--- src/rtl/irq_prio_pkg.sv ---
package irq_prio_pkg;
   // Index width for a count of items, never below one bit.
   function automatic int idx_bits(input int n);
      return (n > 1) ? $clog2(n) : 1;
   endfunction

   // Smallest power of two that is at least n.
   function automatic int ceil_pow2(input int n);
      return 1 << idx_bits(n);
   endfunction
endpackage

--- src/rtl/irq_src_bank.sv ---
module irq_src_bank
   import irq_prio_pkg::*;
#(
   parameter int NUM_SRC = 8,
   parameter int PRIO_W  = 4,
   parameter int AW      = 4,
   parameter int DW      = 6
) (
   input  logic                              clk,
   input  logic                              rst_n,
   input  logic [NUM_SRC-1:0]                evt_i,
   input  logic                              wr_i,
   input  logic [AW-1:0]                     waddr_i,
   input  logic [DW-1:0]                     wdata_i,
   output logic [NUM_SRC-1:0]                flag_o,
   output logic [NUM_SRC-1:0]                en_o,
   output logic [NUM_SRC-1:0][PRIO_W-1:0]    prio_o
);
   localparam int EN_BIT   = PRIO_W;
   localparam int FLAG_BIT = PRIO_W + 1;

   for (genvar i = 0; i < NUM_SRC; i++) begin : g_src
      logic sel;
      assign sel = wr_i && (waddr_i == AW'(i));

      always_ff @(posedge clk or negedge rst_n) begin
         if (!rst_n) begin
            flag_o[i] <= 1'b0;
            en_o[i]   <= 1'b0;
            prio_o[i] <= '0;
         end else if (sel) begin
            prio_o[i] <= wdata_i[PRIO_W-1:0];
            en_o[i]   <= wdata_i[EN_BIT];
            flag_o[i] <= wdata_i[FLAG_BIT] | evt_i[i];
         end else if (evt_i[i]) begin
            flag_o[i] <= 1'b1;
         end
      end
   end
endmodule

--- src/rtl/irq_arb_tree.sv ---
module irq_arb_tree
   import irq_prio_pkg::*;
#(
   parameter int NUM_SRC = 8,
   parameter int PRIO_W  = 4,
   localparam int IDX_W  = idx_bits(NUM_SRC),
   localparam int LEAVES = ceil_pow2(NUM_SRC),
   localparam int NODES  = 2 * LEAVES - 1
) (
   input  logic [NUM_SRC-1:0]             req_i,
   input  logic [NUM_SRC-1:0][PRIO_W-1:0] prio_i,
   output logic                           any_o,
   output logic [IDX_W-1:0]               idx_o,
   output logic [PRIO_W-1:0]              prio_o
);
   logic              nv [NODES];
   logic [PRIO_W-1:0] np [NODES];
   logic [IDX_W-1:0]  ni [NODES];

   // Leaves: real sources, then padding that never requests.
   for (genvar j = 0; j < LEAVES; j++) begin : g_leaf
      if (j < NUM_SRC) begin : g_real
         assign nv[LEAVES-1+j] = req_i[j];
         assign np[LEAVES-1+j] = prio_i[j];
      end else begin : g_pad
         assign nv[LEAVES-1+j] = 1'b0;
         assign np[LEAVES-1+j] = '0;
      end
      assign ni[LEAVES-1+j] = IDX_W'(j);
   end

   // Internal nodes: the left (lower index) child keeps ties.
   for (genvar k = 0; k < LEAVES - 1; k++) begin : g_node
      logic take_l;
      assign take_l = nv[2*k+1] & (~nv[2*k+2] | (np[2*k+1] >= np[2*k+2]));
      assign nv[k]  = nv[2*k+1] | nv[2*k+2];
      assign np[k]  = take_l ? np[2*k+1] : np[2*k+2];
      assign ni[k]  = take_l ? ni[2*k+1] : ni[2*k+2];
   end

   assign any_o  = nv[0];
   assign idx_o  = ni[0];
   assign prio_o = np[0];
endmodule

--- src/rtl/irq_prio_stack.sv ---
module irq_prio_stack #(
   parameter int PRIO_W = 4,
   parameter int DEPTH  = 8,
   localparam int LVL_W = $clog2(DEPTH + 1),
   localparam int PTR_W = (DEPTH > 1) ? $clog2(DEPTH) : 1
) (
   input  logic              clk,
   input  logic              rst_n,
   input  logic              push_i,
   input  logic [PRIO_W-1:0] push_val_i,
   input  logic              pop_i,
   input  logic              set_i,
   input  logic [PRIO_W-1:0] set_val_i,
   output logic [PRIO_W-1:0] cur_o,
   output logic [LVL_W-1:0]  level_o
);
   logic [PRIO_W-1:0] mem [DEPTH];
   logic [LVL_W-1:0]  lvl_m1;
   logic              full, empty;

   assign lvl_m1 = level_o - LVL_W'(1);
   assign full   = (level_o == LVL_W'(DEPTH));
   assign empty  = (level_o == '0);

   always_ff @(posedge clk or negedge rst_n) begin
      if (!rst_n) begin
         cur_o   <= '1;
         level_o <= '0;
         for (int i = 0; i < DEPTH; i++) mem[i] <= '0;
      end else if (push_i) begin
         cur_o <= push_val_i;
         if (!full) begin
            mem[level_o[PTR_W-1:0]] <= cur_o;
            level_o <= level_o + LVL_W'(1);
         end
      end else if (pop_i && !empty) begin
         cur_o   <= mem[lvl_m1[PTR_W-1:0]];
         level_o <= lvl_m1;
      end else if (set_i) begin
         cur_o <= set_val_i;
      end
   end
endmodule

--- src/rtl/irq_prio_ctrl.sv ---
module irq_prio_ctrl
   import irq_prio_pkg::*;
#(
   parameter int NUM_SRC     = 8,
   parameter int PRIO_W      = 4,
   parameter int STACK_DEPTH = 8,
   localparam int IDX_W = idx_bits(NUM_SRC),
   localparam int AW    = $clog2(NUM_SRC + 2),
   localparam int DW    = PRIO_W + 2,
   localparam int LVL_W = $clog2(STACK_DEPTH + 1)
) (
   input  logic               clk,
   input  logic               rst_n,
   input  logic [NUM_SRC-1:0] src_evt,
   input  logic               reg_wr,
   input  logic [AW-1:0]      reg_waddr,
   input  logic [DW-1:0]      reg_wdata,
   input  logic [AW-1:0]      reg_raddr,
   output logic [DW-1:0]      reg_rdata,
   output logic               cpu_irq,
   input  logic               cpu_ack,
   output logic [IDX_W-1:0]   cpu_vec
);
   if (NUM_SRC < 2) begin : g_bad_src
      $error("irq_prio_ctrl: NUM_SRC must be at least 2");
   end
   if (PRIO_W < 1) begin : g_bad_prio
      $error("irq_prio_ctrl: PRIO_W must be at least 1");
   end
   if (STACK_DEPTH < 2) begin : g_bad_depth
      $error("irq_prio_ctrl: STACK_DEPTH must be at least 2");
   end

   localparam logic [AW-1:0] CUR_ADDR = AW'(NUM_SRC);
   localparam logic [AW-1:0] EOI_ADDR = AW'(NUM_SRC + 1);

   logic [NUM_SRC-1:0]             flag, en, elig;
   logic [NUM_SRC-1:0][PRIO_W-1:0] prio;
   logic [PRIO_W-1:0]              cur_prio;
   logic [LVL_W-1:0]               stack_lvl;
   logic                           arb_any;
   logic [IDX_W-1:0]               arb_idx;
   logic [PRIO_W-1:0]              arb_prio;
   logic                           win_vld;
   logic [IDX_W-1:0]               win_idx;
   logic [PRIO_W-1:0]              win_prio;
   logic                           ack_ok, eoi_req, cur_wr;

   irq_src_bank #(
      .NUM_SRC(NUM_SRC), .PRIO_W(PRIO_W), .AW(AW), .DW(DW)
   ) u_bank (
      .clk(clk), .rst_n(rst_n), .evt_i(src_evt),
      .wr_i(reg_wr), .waddr_i(reg_waddr), .wdata_i(reg_wdata),
      .flag_o(flag), .en_o(en), .prio_o(prio)
   );

   for (genvar i = 0; i < NUM_SRC; i++) begin : g_elig
      assign elig[i] = flag[i] & en[i] & (prio[i] > cur_prio);
   end

   irq_arb_tree #(
      .NUM_SRC(NUM_SRC), .PRIO_W(PRIO_W)
   ) u_arb (
      .req_i(elig), .prio_i(prio),
      .any_o(arb_any), .idx_o(arb_idx), .prio_o(arb_prio)
   );

   // Captured winner: held until acknowledge, never withdrawn.
   always_ff @(posedge clk or negedge rst_n) begin
      if (!rst_n) begin
         win_vld  <= 1'b0;
         win_idx  <= '0;
         win_prio <= '0;
      end else if (ack_ok) begin
         win_vld <= 1'b0;
      end else if (!win_vld && arb_any) begin
         win_vld  <= 1'b1;
         win_idx  <= arb_idx;
         win_prio <= arb_prio;
      end
   end

   assign ack_ok  = cpu_ack & win_vld;
   assign eoi_req = reg_wr && (reg_waddr == EOI_ADDR);
   assign cur_wr  = reg_wr && (reg_waddr == CUR_ADDR);

   irq_prio_stack #(
      .PRIO_W(PRIO_W), .DEPTH(STACK_DEPTH)
   ) u_stack (
      .clk(clk), .rst_n(rst_n),
      .push_i(ack_ok), .push_val_i(win_prio),
      .pop_i(eoi_req && !ack_ok),
      .set_i(cur_wr && !ack_ok), .set_val_i(reg_wdata[PRIO_W-1:0]),
      .cur_o(cur_prio), .level_o(stack_lvl)
   );

   always_comb begin
      reg_rdata = '0;
      for (int i = 0; i < NUM_SRC; i++) begin
         if (reg_raddr == AW'(i)) reg_rdata = {flag[i], en[i], prio[i]};
      end
      if (reg_raddr == CUR_ADDR) reg_rdata = DW'(cur_prio);
   end

   assign cpu_irq = win_vld;
   assign cpu_vec = win_idx;
endmodule

--- config.mk ---
export PLATFORM = sky130hd
export DESIGN_NAME = irq_prio_ctrl
export DESIGN_NICKNAME = d
export VERILOG_FILES = /design/src/rtl/irq_prio_pkg.sv /design/src/rtl/irq_src_bank.sv /design/src/rtl/irq_arb_tree.sv /design/src/rtl/irq_prio_stack.sv /design/src/rtl/irq_prio_ctrl.sv
export SDC_FILE = /design/constraint.sdc
export NUM_CORES = 1
export LEC_CHECK = 0
export ABC_AREA = 0
export BUFFER_PORTS_ARGS = -buffer_cell sky130_fd_sc_hd__buf_2
export CORE_MARGIN = 2
export CORE_UTILIZATION = 30
export DETAILED_ROUTE_END_ITERATION = 10
export HOLD_SLACK_MARGIN = 0.06
export PLACE_DENSITY = 0.51
export SYNTH_ARGS = -nofsm -noshare
export SYNTH_HDL_FRONTEND = slang
export SYNTH_SLANG_ARGS = --single-unit
--- constraint.sdc ---
create_clock -name clk -period 6.1 [get_ports clk]
set_input_delay 1.22 -clock clk [delete_from_list [all_inputs] [get_ports clk]]
set_output_delay 1.22 -clock clk [all_outputs]
set_load 0.02 [all_outputs]
**Word level (Yosys, flattened, before mapping)**

Cells that the tools add are included.
W data, S select, Z words.

- Add/sub/neg operators: 2
- $lt $le $gt $ge: 18
- Equality and inequality tests: 19
- Mux-type cells: 53
- Bitwise logic cells: 57
- Reductions and logical operators: 35

Operators by type and width:

| cell | count |
|---|---|
| $mux W4 | 16 |
| $mux W6 | 9 |
| $bwmux W32 | 1 |
| $eq A4 B3 Y1 const B | 8 |
| $gt A4 B4 Y1 | 8 |
| $ge A4 B4 Y1 | 7 |
| $and A1 B1 Y1 | 24 |
| $mux W1 | 22 |
| $or A1 B1 Y1 | 22 |
| $reduce_bool A2 Y1 | 10 |
| $eq A4 B2 Y1 const B | 4 |
| $eq A4 B4 Y1 const B | 4 |
| $logic_and A1 B1 Y1 | 15 |
| $bmux W4 S3 | 1 |
| $demux W4 S3 | 1 |
| $logic_not A4 Y1 | 3 |
| $not A1 Y1 | 9 |
| $eq A4 B1 Y1 const B | 2 |
| $ge A4 B4 Y1 const B | 2 |
| $not A3 Y4 | 2 |
| $reduce_and A2 Y1 | 3 |
| $add A4 B1 Y4 const B | 1 |
| $lt A4 B1 Y1 const B | 1 |
| $mux W2 | 2 |
| 5 further kinds | 7 |

- Register bits after elaboration: 96
- Bits of input ports: 26
- Output and inout port bits: 10
- Word-level logic and storage cells: 221

**Depth between registers and ports, before layout**

Gate-level depths: netlist of the first run.

- Word-level depth: 14
- Mapped depth: 23
- Gate-level depth less buffers: 23

**Cells and area by module**

A second synthesis of the first run with hierarchy kept.

- Cell total of the unflattened synthesis: 630
- Area total of the unflattened synthesis: 6766.5 um^2

Modules (own cells, without submodules):

| module | times used | cells each | area each (um^2) | seq. area each (um^2) |
|---|---|---|---|---|
| irq_prio_stack | 1 | 151 | 2093.3 | 1006.0 |
| irq_src_bank | 1 | 129 | 1924.3 | 1201.2 |
| irq_prio_ctrl | 1 | 214 | 1617.8 | 200.2 |
| irq_arb_tree | 1 | 136 | 1131.1 | 0.0 |

**Least setup slack after synthesis of the first run**

OpenSTA, ideal clock, no wires.

- Path type: register to register
- From: reg u_stack.cur_o[1]
- To: reg win_idx[0], in the netlist cpu_vec[0]
- Setup time: 0.087 ns
- Arrival: 4.761 ns
- Required time: 6.013 ns
- Slack: 1.252 ns
- Cell stages (with the launch flop): 22
- Path buffers: 0
- Period minus slack after synthesis: 4.848 ns
- Cell sequence: dfstp_2 inv_1 ha_1 nor2b_1 o211ai_1 a21oi_1 a21boi_2 mux2i_1 inv_1 ha_1 o21ai_0 a21oi_1 o32ai_2 mux2_2 ha_1 nand2b_1 a21o_1 a21o_1 a21oi_1 o211ai_1 a211o_1 o211ai_1

- Word-level cells in the longest chain between the ends: 14
- Elaborated cells on any way between the ends: 62
- Those cells by class: 11 x order compare; 13 x mux; 36 x bitwise; 2 x reduce/logical

RTL lines:

| item | RTL line | RTL |
|---|---|---|
| start, declared | irq_prio_stack.sv:14 | `output logic [PRIO_W-1:0] cur_o,` |
| start signal, assigned | irq_prio_stack.sv:31 | `cur_o <= push_val_i;` |
| start signal, assigned | irq_prio_stack.sv:37 | `cur_o <= mem[lvl_m1[PTR_W-1:0]];` |
| start signal, assigned | irq_prio_stack.sv:40 | `cur_o <= set_val_i;` |
| $gt A4 B4 Y1 | irq_prio_ctrl.sv:58 | `assign elig[i] = flag[i] & en[i] & (prio[i] > cur_prio);` |
| $and A1 B1 Y1 | irq_prio_ctrl.sv:58 |  |
| $not A1 Y1 | irq_arb_tree.sv:35 | `assign take_l = nv[2*k+1] & (~nv[2*k+2] \| (np[2*k+1] >= np[2*k+2]));` |
| $or A1 B1 Y1 | irq_arb_tree.sv:35 |  |
| $and A1 B1 Y1 | irq_arb_tree.sv:35 |  |
| $mux W4 | irq_arb_tree.sv:37 | `assign np[k] = take_l ? np[2*k+1] : np[2*k+2];` |
| $ge A4 B4 Y1 | irq_arb_tree.sv:35 |  |
| $or A1 B1 Y1 | irq_arb_tree.sv:35 |  |
| $and A1 B1 Y1 | irq_arb_tree.sv:35 |  |
| $mux W4 | irq_arb_tree.sv:37 |  |
| $ge A4 B4 Y1 | irq_arb_tree.sv:35 |  |
| $or A1 B1 Y1 | irq_arb_tree.sv:35 |  |
| $and A1 B1 Y1 | irq_arb_tree.sv:35 |  |
| $mux W3 | irq_arb_tree.sv:38 | `assign ni[k] = take_l ? ni[2*k+1] : ni[2*k+2];` |
| end signal, assigned | irq_prio_ctrl.sv:78 | `win_idx <= arb_idx;` |
| end, declared | irq_prio_ctrl.sv:45 | `logic [IDX_W-1:0] win_idx;` |

Several ways; a longest one is shown, not always the timed one.
A chain may end at the register's enable or synchronous reset.

**Final worst setup path of the first run**

- From: reg u_stack.cur_o[2]
- To: reg win_idx[0], in the netlist cpu_vec[0]

The elaborated chain is that of the path after synthesis.

==> flow_summary.ini, run 1 <==
[run_status]
status = complete, no violations

[clock_tree]
cts_buffers = 9
clk_pin_slew_ns = 0.07
hold_buffers = 0
cts.sinks = 96
clockRootBuffer = clkbuf_16
post_cts_resize_count = 0
htreeDepth = 3
cts_tree = built
worstSkewPairLatency_ns = 0.36
cts_max_path_buffers = 2
post_cts_buffers = 0

[grt]
grt.total_usage_pct = 16.5
antenna_found_initial = 1
grt_max_degree = 60
overflow = 0
grt_pass1_vias = 4746
grt_pass1_wl_mm = 27.6

[critical_path]
crit_arrival_ns = 6.04
path_cells = inv_1 -> ha_1 -> nand4_1 -> nand3_1 -> a21oi_1 -> a21boi_2 -> mux2i_1 -> inv_1 -> ha_1 -> o21ai_0 -> a21oi_1 -> o32ai_2 -> mux2_2 -> ha_1 -> nand2b_1 -> a21o_1 -> a21o_1 -> a21oi_1 -> o211ai_1 -> a211o_1 -> o211ai_1
cp_slowest_cell = dfstp_2
worstPathMaxFanout = 13
endpoint_kind = register
criticalPathCategory = reg2reg
r2r_start = u_stack.cur_o[2]
startpoint_type = register
slowest_delay_ns = 0.57
critPathLaunch = u_stack.cur_o[2]
required_ns = 6.37

[sta]
setup_ws_ns = 0.327
skew_ns = 0.0130
fmax_mhz = 173
slew_headroom_pct = 13.8
period_share_pct = 94.6
rsz0062_at_grt = false
maxSlewViolCount = 0
setup_violations = 0
period_needed_ns = 5.77
setup-tns-final_ns = 0
tightest_slew_ns = 1.28
final-hold-violation-count = 0

[route]
first_iter_violations = 231
num_vias = 4657
route.detailed.drc = 0
drt-total-wl_mm = 17.4
wl_per_cell_um = 19.7
dr.pass1.iters = 5
viasPerCell = 5.27
ant_nets = 0

[floorplanning]
die_h_um = 148
row_count = 52
fp.dieW_um = 148
start_util_pct = 30.7
pin_count = 36
coreArea_um2 = 20300
die_area_um2 = 21900

[power]
fin_total_pwr_w = 0.00330
vdd_drop_max_mv = 0.133
powerDensity_nw_per_um2 = 472
power.leakage_nw = 3.10

[logic_synthesis]
ys_ff_latch = 96
synth.area.top_cells = dfrtp_1, ha_1, mux2_2, mux4_2, mux2i_1
synth_cell_types = 45
synth_edf_count = 0
syn-instance-count = 577
syn_avg_cell_area_um2 = 10.8
yosys_warnings = 0
synth_fp_nets = 665
synth_area_um2 = 6230
ys_seq_area_share_pct = 38.6
synth_async_sr_flop_share_pct = 100
yosys.area.top_type = dfrtp_1
yosysTopAreaCellShare_pct = 36.9
ys.flop_type = dfrtp_1

[worst_hold_path]
min_path_type = reg2reg
hp-start = u_stack.mem[30]

[placed_design]
place_hpwl_mm = 13.2
port_buffers = 35
pre_cts_ws_ns = 0.416
routabilityCongestion = 0.862

[flow_run]
drv_cap = 0

[final_layout]
num-nets-final = 695
layout-drive-gt1-share_pct = 23.0
syn_to_final_growth_pct = 12.3
-- cell usage in the layout (no fill, tap or decap), drive strengths merged, types with 9 or more instances in the layout --
master	Yosys	routed
a211o	12	12
nand2	53	53
o21ai	41	41
ha	62	62
o221ai	10	10
mux2i	27	27
clkbuf	11	9
mux4	20	20
nand3	15	15
inv	44	45
nor2b	14	14
a21oi	21	21
buf	7	37
nor2	23	23
dfrtp	92	92
mux2	56	56
-- worst max-delay path, delay by kind of cell, from the launching register on --
family          cells  cell delay [ns]
flops               1             0.57
mux                 2             0.71
fa+ha+maj           3             0.94
compound gates     11             2.75
simple gates        3             0.40
buf+inv             2             0.31
-- cell usage after synthesis, drive strengths merged (7+ instances only) --
cell / number
inv: 44
clkbuf: 11
nor2: 23
ha: 62
mux2i: 27
o21ai: 41
nand2b: 7
mux4: 20
a21oi: 21
a211o: 12
o221ai: 10
buf: 7
nand3: 15
dfrtp: 92
nand2: 53
o211ai: 8
nor2b: 14
mux2: 56
-- routing by layer --
layer	wire length [um]	vias up	track usage (%)
met5	0	-	0
met4	478	0	5.90
met3	670	22	3.13
met2	7930	94	26.0
met1	8270	2353	22.8
li1	-	2188	-
-- final cells by class --
type / count / area, um^2
Tap cell: 270 / 338
Fill cell: 2070 / 13300
Multi-Input combinational cell: 419 / 3590
Inverter: 44 / 165
Antenna cell: 1 / 2.50
Clock buffer: 9 / 225
Clock inverter: 7 / 80.1
Sequential cell: 96 / 2410
Timing Repair Buffer: 37 / 193
-- kinds of logic (layout without fill, tap and decap cells) --
family                     after synthesis  count (layout)  synth area share [%]
AOI/OAI and AO/OA                      114             114                  12.3
xor gates and xnor gates                 5               5                 0.703
adders and majority gates               62              62                  12.4
buffers and inverters                   62              97                  3.81
DFF                                     96              96                  38.6
muxes                                  103             103                  21.7
other                                    0               1                     0
and+or+nand+nor                        135             135                  10.4
-- metrics by stage --
stage	instance area, um^2	std cells	hold WS [ns]	utilization [%]
floorplan	6230	577	0.445	-
global placement	6690	866	0.462	33.0
detailed placement	6690	866	0.478	33.0
CTS	7000	882	0.493	34.5
global route	7000	882	0.506	34.5
finish	7000	883	0.489	34.5
-- flip-flops by register name, indices dropped and copies added (netlist names) --
register	flops
cpu_irq	1
cpu_vec	3
u_bank.en_o	8
u_bank.flag_o	8
u_bank.prio_o	32
u_stack.cur_o	4
u_stack.level_o	4
u_stack.mem	32
win_prio	4
-- final timing paths --
check	endpoint	slack (ns)	cells after the start
min in group asynchronous	u_bank.flag_o[2]	0.84	1
worst min-delay path	u_stack.mem[30]	0.49	2
worst min register to register	u_stack.mem[30]	0.49	2
max in group asynchronous	u_stack.mem[29]	4.10	2
worst max-delay path	cpu_vec[0]	0.33	21
worst max register to register	cpu_vec[0]	0.33	21
-- where the power goes --
group          leakage [nW]  switching, W  internal [W]
sequential             1.15      0.000246      0.000864
combinational          1.80      0.000867      0.000745
clock                 0.142      0.000259      0.000321
total                  3.10       0.00137       0.00193
Power figures use the tool's default switching activity.
==> inputs of run 2 (changes only) <==
Settings changed: CORE_UTILIZATION 30 to 60, PLACE_DENSITY 0.51 to 0.85.
==> flow_summary.ini, run 2 (same netlist as run 1, synthesis figures left out) <==
[grt]
grt_pass1_wl_mm = 26.4
grtUsageMet3_pct = 5.76
grt.total_usage_pct = 30.9
antenna_found_initial = 0
grt_pass1_vias = 5070
grtUsageMet1_pct = 40.6
overflow = 0
grt_max_degree = 53
top_usage_layer = met2
grt_use_met2_pct = 50.1

[power]
vdd_drop_max_mv = 0.264
power.leakage_nw = 3.07
powerDensity_nw_per_um2 = 479

[critical_path]
startpoint_type = register
required_ns = 6.40
worstPathMaxFanout = 13
crit_arrival_ns = 6.00
endpoint_kind = register
criticalPathCategory = reg2reg

[route]
route.detailed.drc = 0
num_vias = 4860
first_iter_violations = 510
ant_nets = 0
dr.pass1.iters = 5
wl_per_cell_um = 21.8
drt-total-wl_mm = 16.4
viasPerCell = 6.49

[sta]
slew_headroom_pct = 25.9
setup-tns-final_ns = 0
setup_violations = 0
rsz0062_at_grt = false
skew_ns = 0.0154
final-hold-violation-count = 0
period_needed_ns = 5.70
fmax_mhz = 175
period_share_pct = 93.4
tightest_slew_ns = 1.10
maxSlewViolCount = 0

[floorplanning]
die_area_um2 = 11200
die_h_um = 106
row_count = 37
start_util_pct = 61.2
pin_count = 36
coreArea_um2 = 10200
fp.dieW_um = 106

[final_layout]
final_common_cell = dfrtp_1
antenna_cells = 0
utilization_pct = 66.4
final_cell_mix = dfrtp_1, ha_1, mux2_2
num-nets-final = 696
layout-drive-gt1-share_pct = 23.3
top_regs = u_bank.prio_o x32, u_stack.mem x32
syn_to_final_growth_pct = 8.57
fillers = 788

[clock_tree]
hold_buffers = 0
htreeDepth = 3
cts_max_path_buffers = 2
cts_tree = built
cts.sinks = 96
clk_pin_slew_ns = 0.11
clockRootBuffer = clkbuf_8
worstSkewPairLatency_ns = 0.37
cts_buffers = 9

[run_status]
status = complete, no violations

[placed_design]
port_buffers = 35
routabilityCongestion = 0.986
place_hpwl_mm = 12.1

[flow_run]
drv_cap = 0

[worst_hold_path]
min_path_type = reg2reg
==> run 2: changes by cell type in the layout (fill, tap and decap cells not counted), sizes merged <==
cell / change
diode: -1
inv: +1
clkinv: -1
buf: +1
==> run 2: final timing paths <==
path,from,endpoint,slack [ns],cells past startpoint
hold reg to reg,u_stack.mem[31],u_stack.mem[31],0.50,2
setup reg to reg,u_stack.cur_o[2],cpu_vec[0],0.40,22
max in group asynchronous,rst_n,cpu_vec[1],4.21,2
hold / removal,u_stack.mem[31],u_stack.mem[31],0.50,2
min in group asynchronous,rst_n,u_bank.prio_o[6],0.85,1
setup / recovery,u_stack.cur_o[2],cpu_vec[0],0.40,22
==> run 2: area by class of cell <==
class	instances	area, um^2	share of cell area [%]
clock buffers	9	124	1.83
clock inverters	7	96.3	1.42
inverters	44	169	2.50
multi-input cells	419	3590	53.0
flip-flops and latches	96	2410	35.6
well taps	136	170	2.51
repair buffers	38	213	3.14
==> run 2: what timing repair did <==
| item | 4_1_cts | 5_1_grt |
|---|---|---|
| buffers inserted | 0 | 2 |
| setup endpoints to repair | 0 | 1 |
| gates resized for setup | 0 | 1 |
==> run 2: per-stage QoR <==
stage	setup WS (ns)	area [um^2]	total power (W)	hold slack, ns	std cells
after CTS	0.445	6740	0.00318	0.499	747
after detailed placement	0.498	6520	0.00271	0.470	731
final	0.401	6770	0.00324	0.500	749
after global placement	0.829	6520	0.00260	0.458	731
after global routing	0.00320	6770	0.00346	0.522	749
after floorplan	1.25	6230	0.00225	0.445	577
==> run 2: critical path, cell delays in order, from the launching register on <==
cell,delay (ns)
dfstp_2,0.59
inv_1,0.27
ha_1,0.42
a41oi_1,0.28
o31ai_1,0.17
o31ai_4,0.40
mux2i_1,0.30
inv_1,0.07
ha_1,0.28
nand2b_1,0.16
a211oi_1,0.25
o221ai_1,0.22
nand2_1,0.19
mux2_2,0.37
inv_1,0.06
ha_1,0.21
nand2b_1,0.14
a21o_1,0.18
a21o_1,0.17
a21oi_1,0.21
o211ai_1,0.29
a211o_1,0.35
o211ai_1,0.07
==> run 2: where the power goes <==
| group | switching, W | leakage (nW) | internal (W) | total (W) |
|---|---|---|---|---|
| logic | 0.000889 | 1.81 | 0.000769 | 0.00166 |
| registers | 0.000253 | 1.15 | 0.000862 | 0.00112 |
| clock network | 0.000265 | 0.108 | 0.000203 | 0.000467 |
| total | 0.00141 | 3.07 | 0.00183 | 0.00324 |
==> run 2: metal layers <==
metal / vias up / share of wire (%) / wire, um
met4: 0 / 3.7 / 607
li1: 2181 / - / -
met1: 2377 / 39 / 6380
met2: 256 / 49 / 7940
met3: 46 / 8.7 / 1430
met5: - / 0 / 0
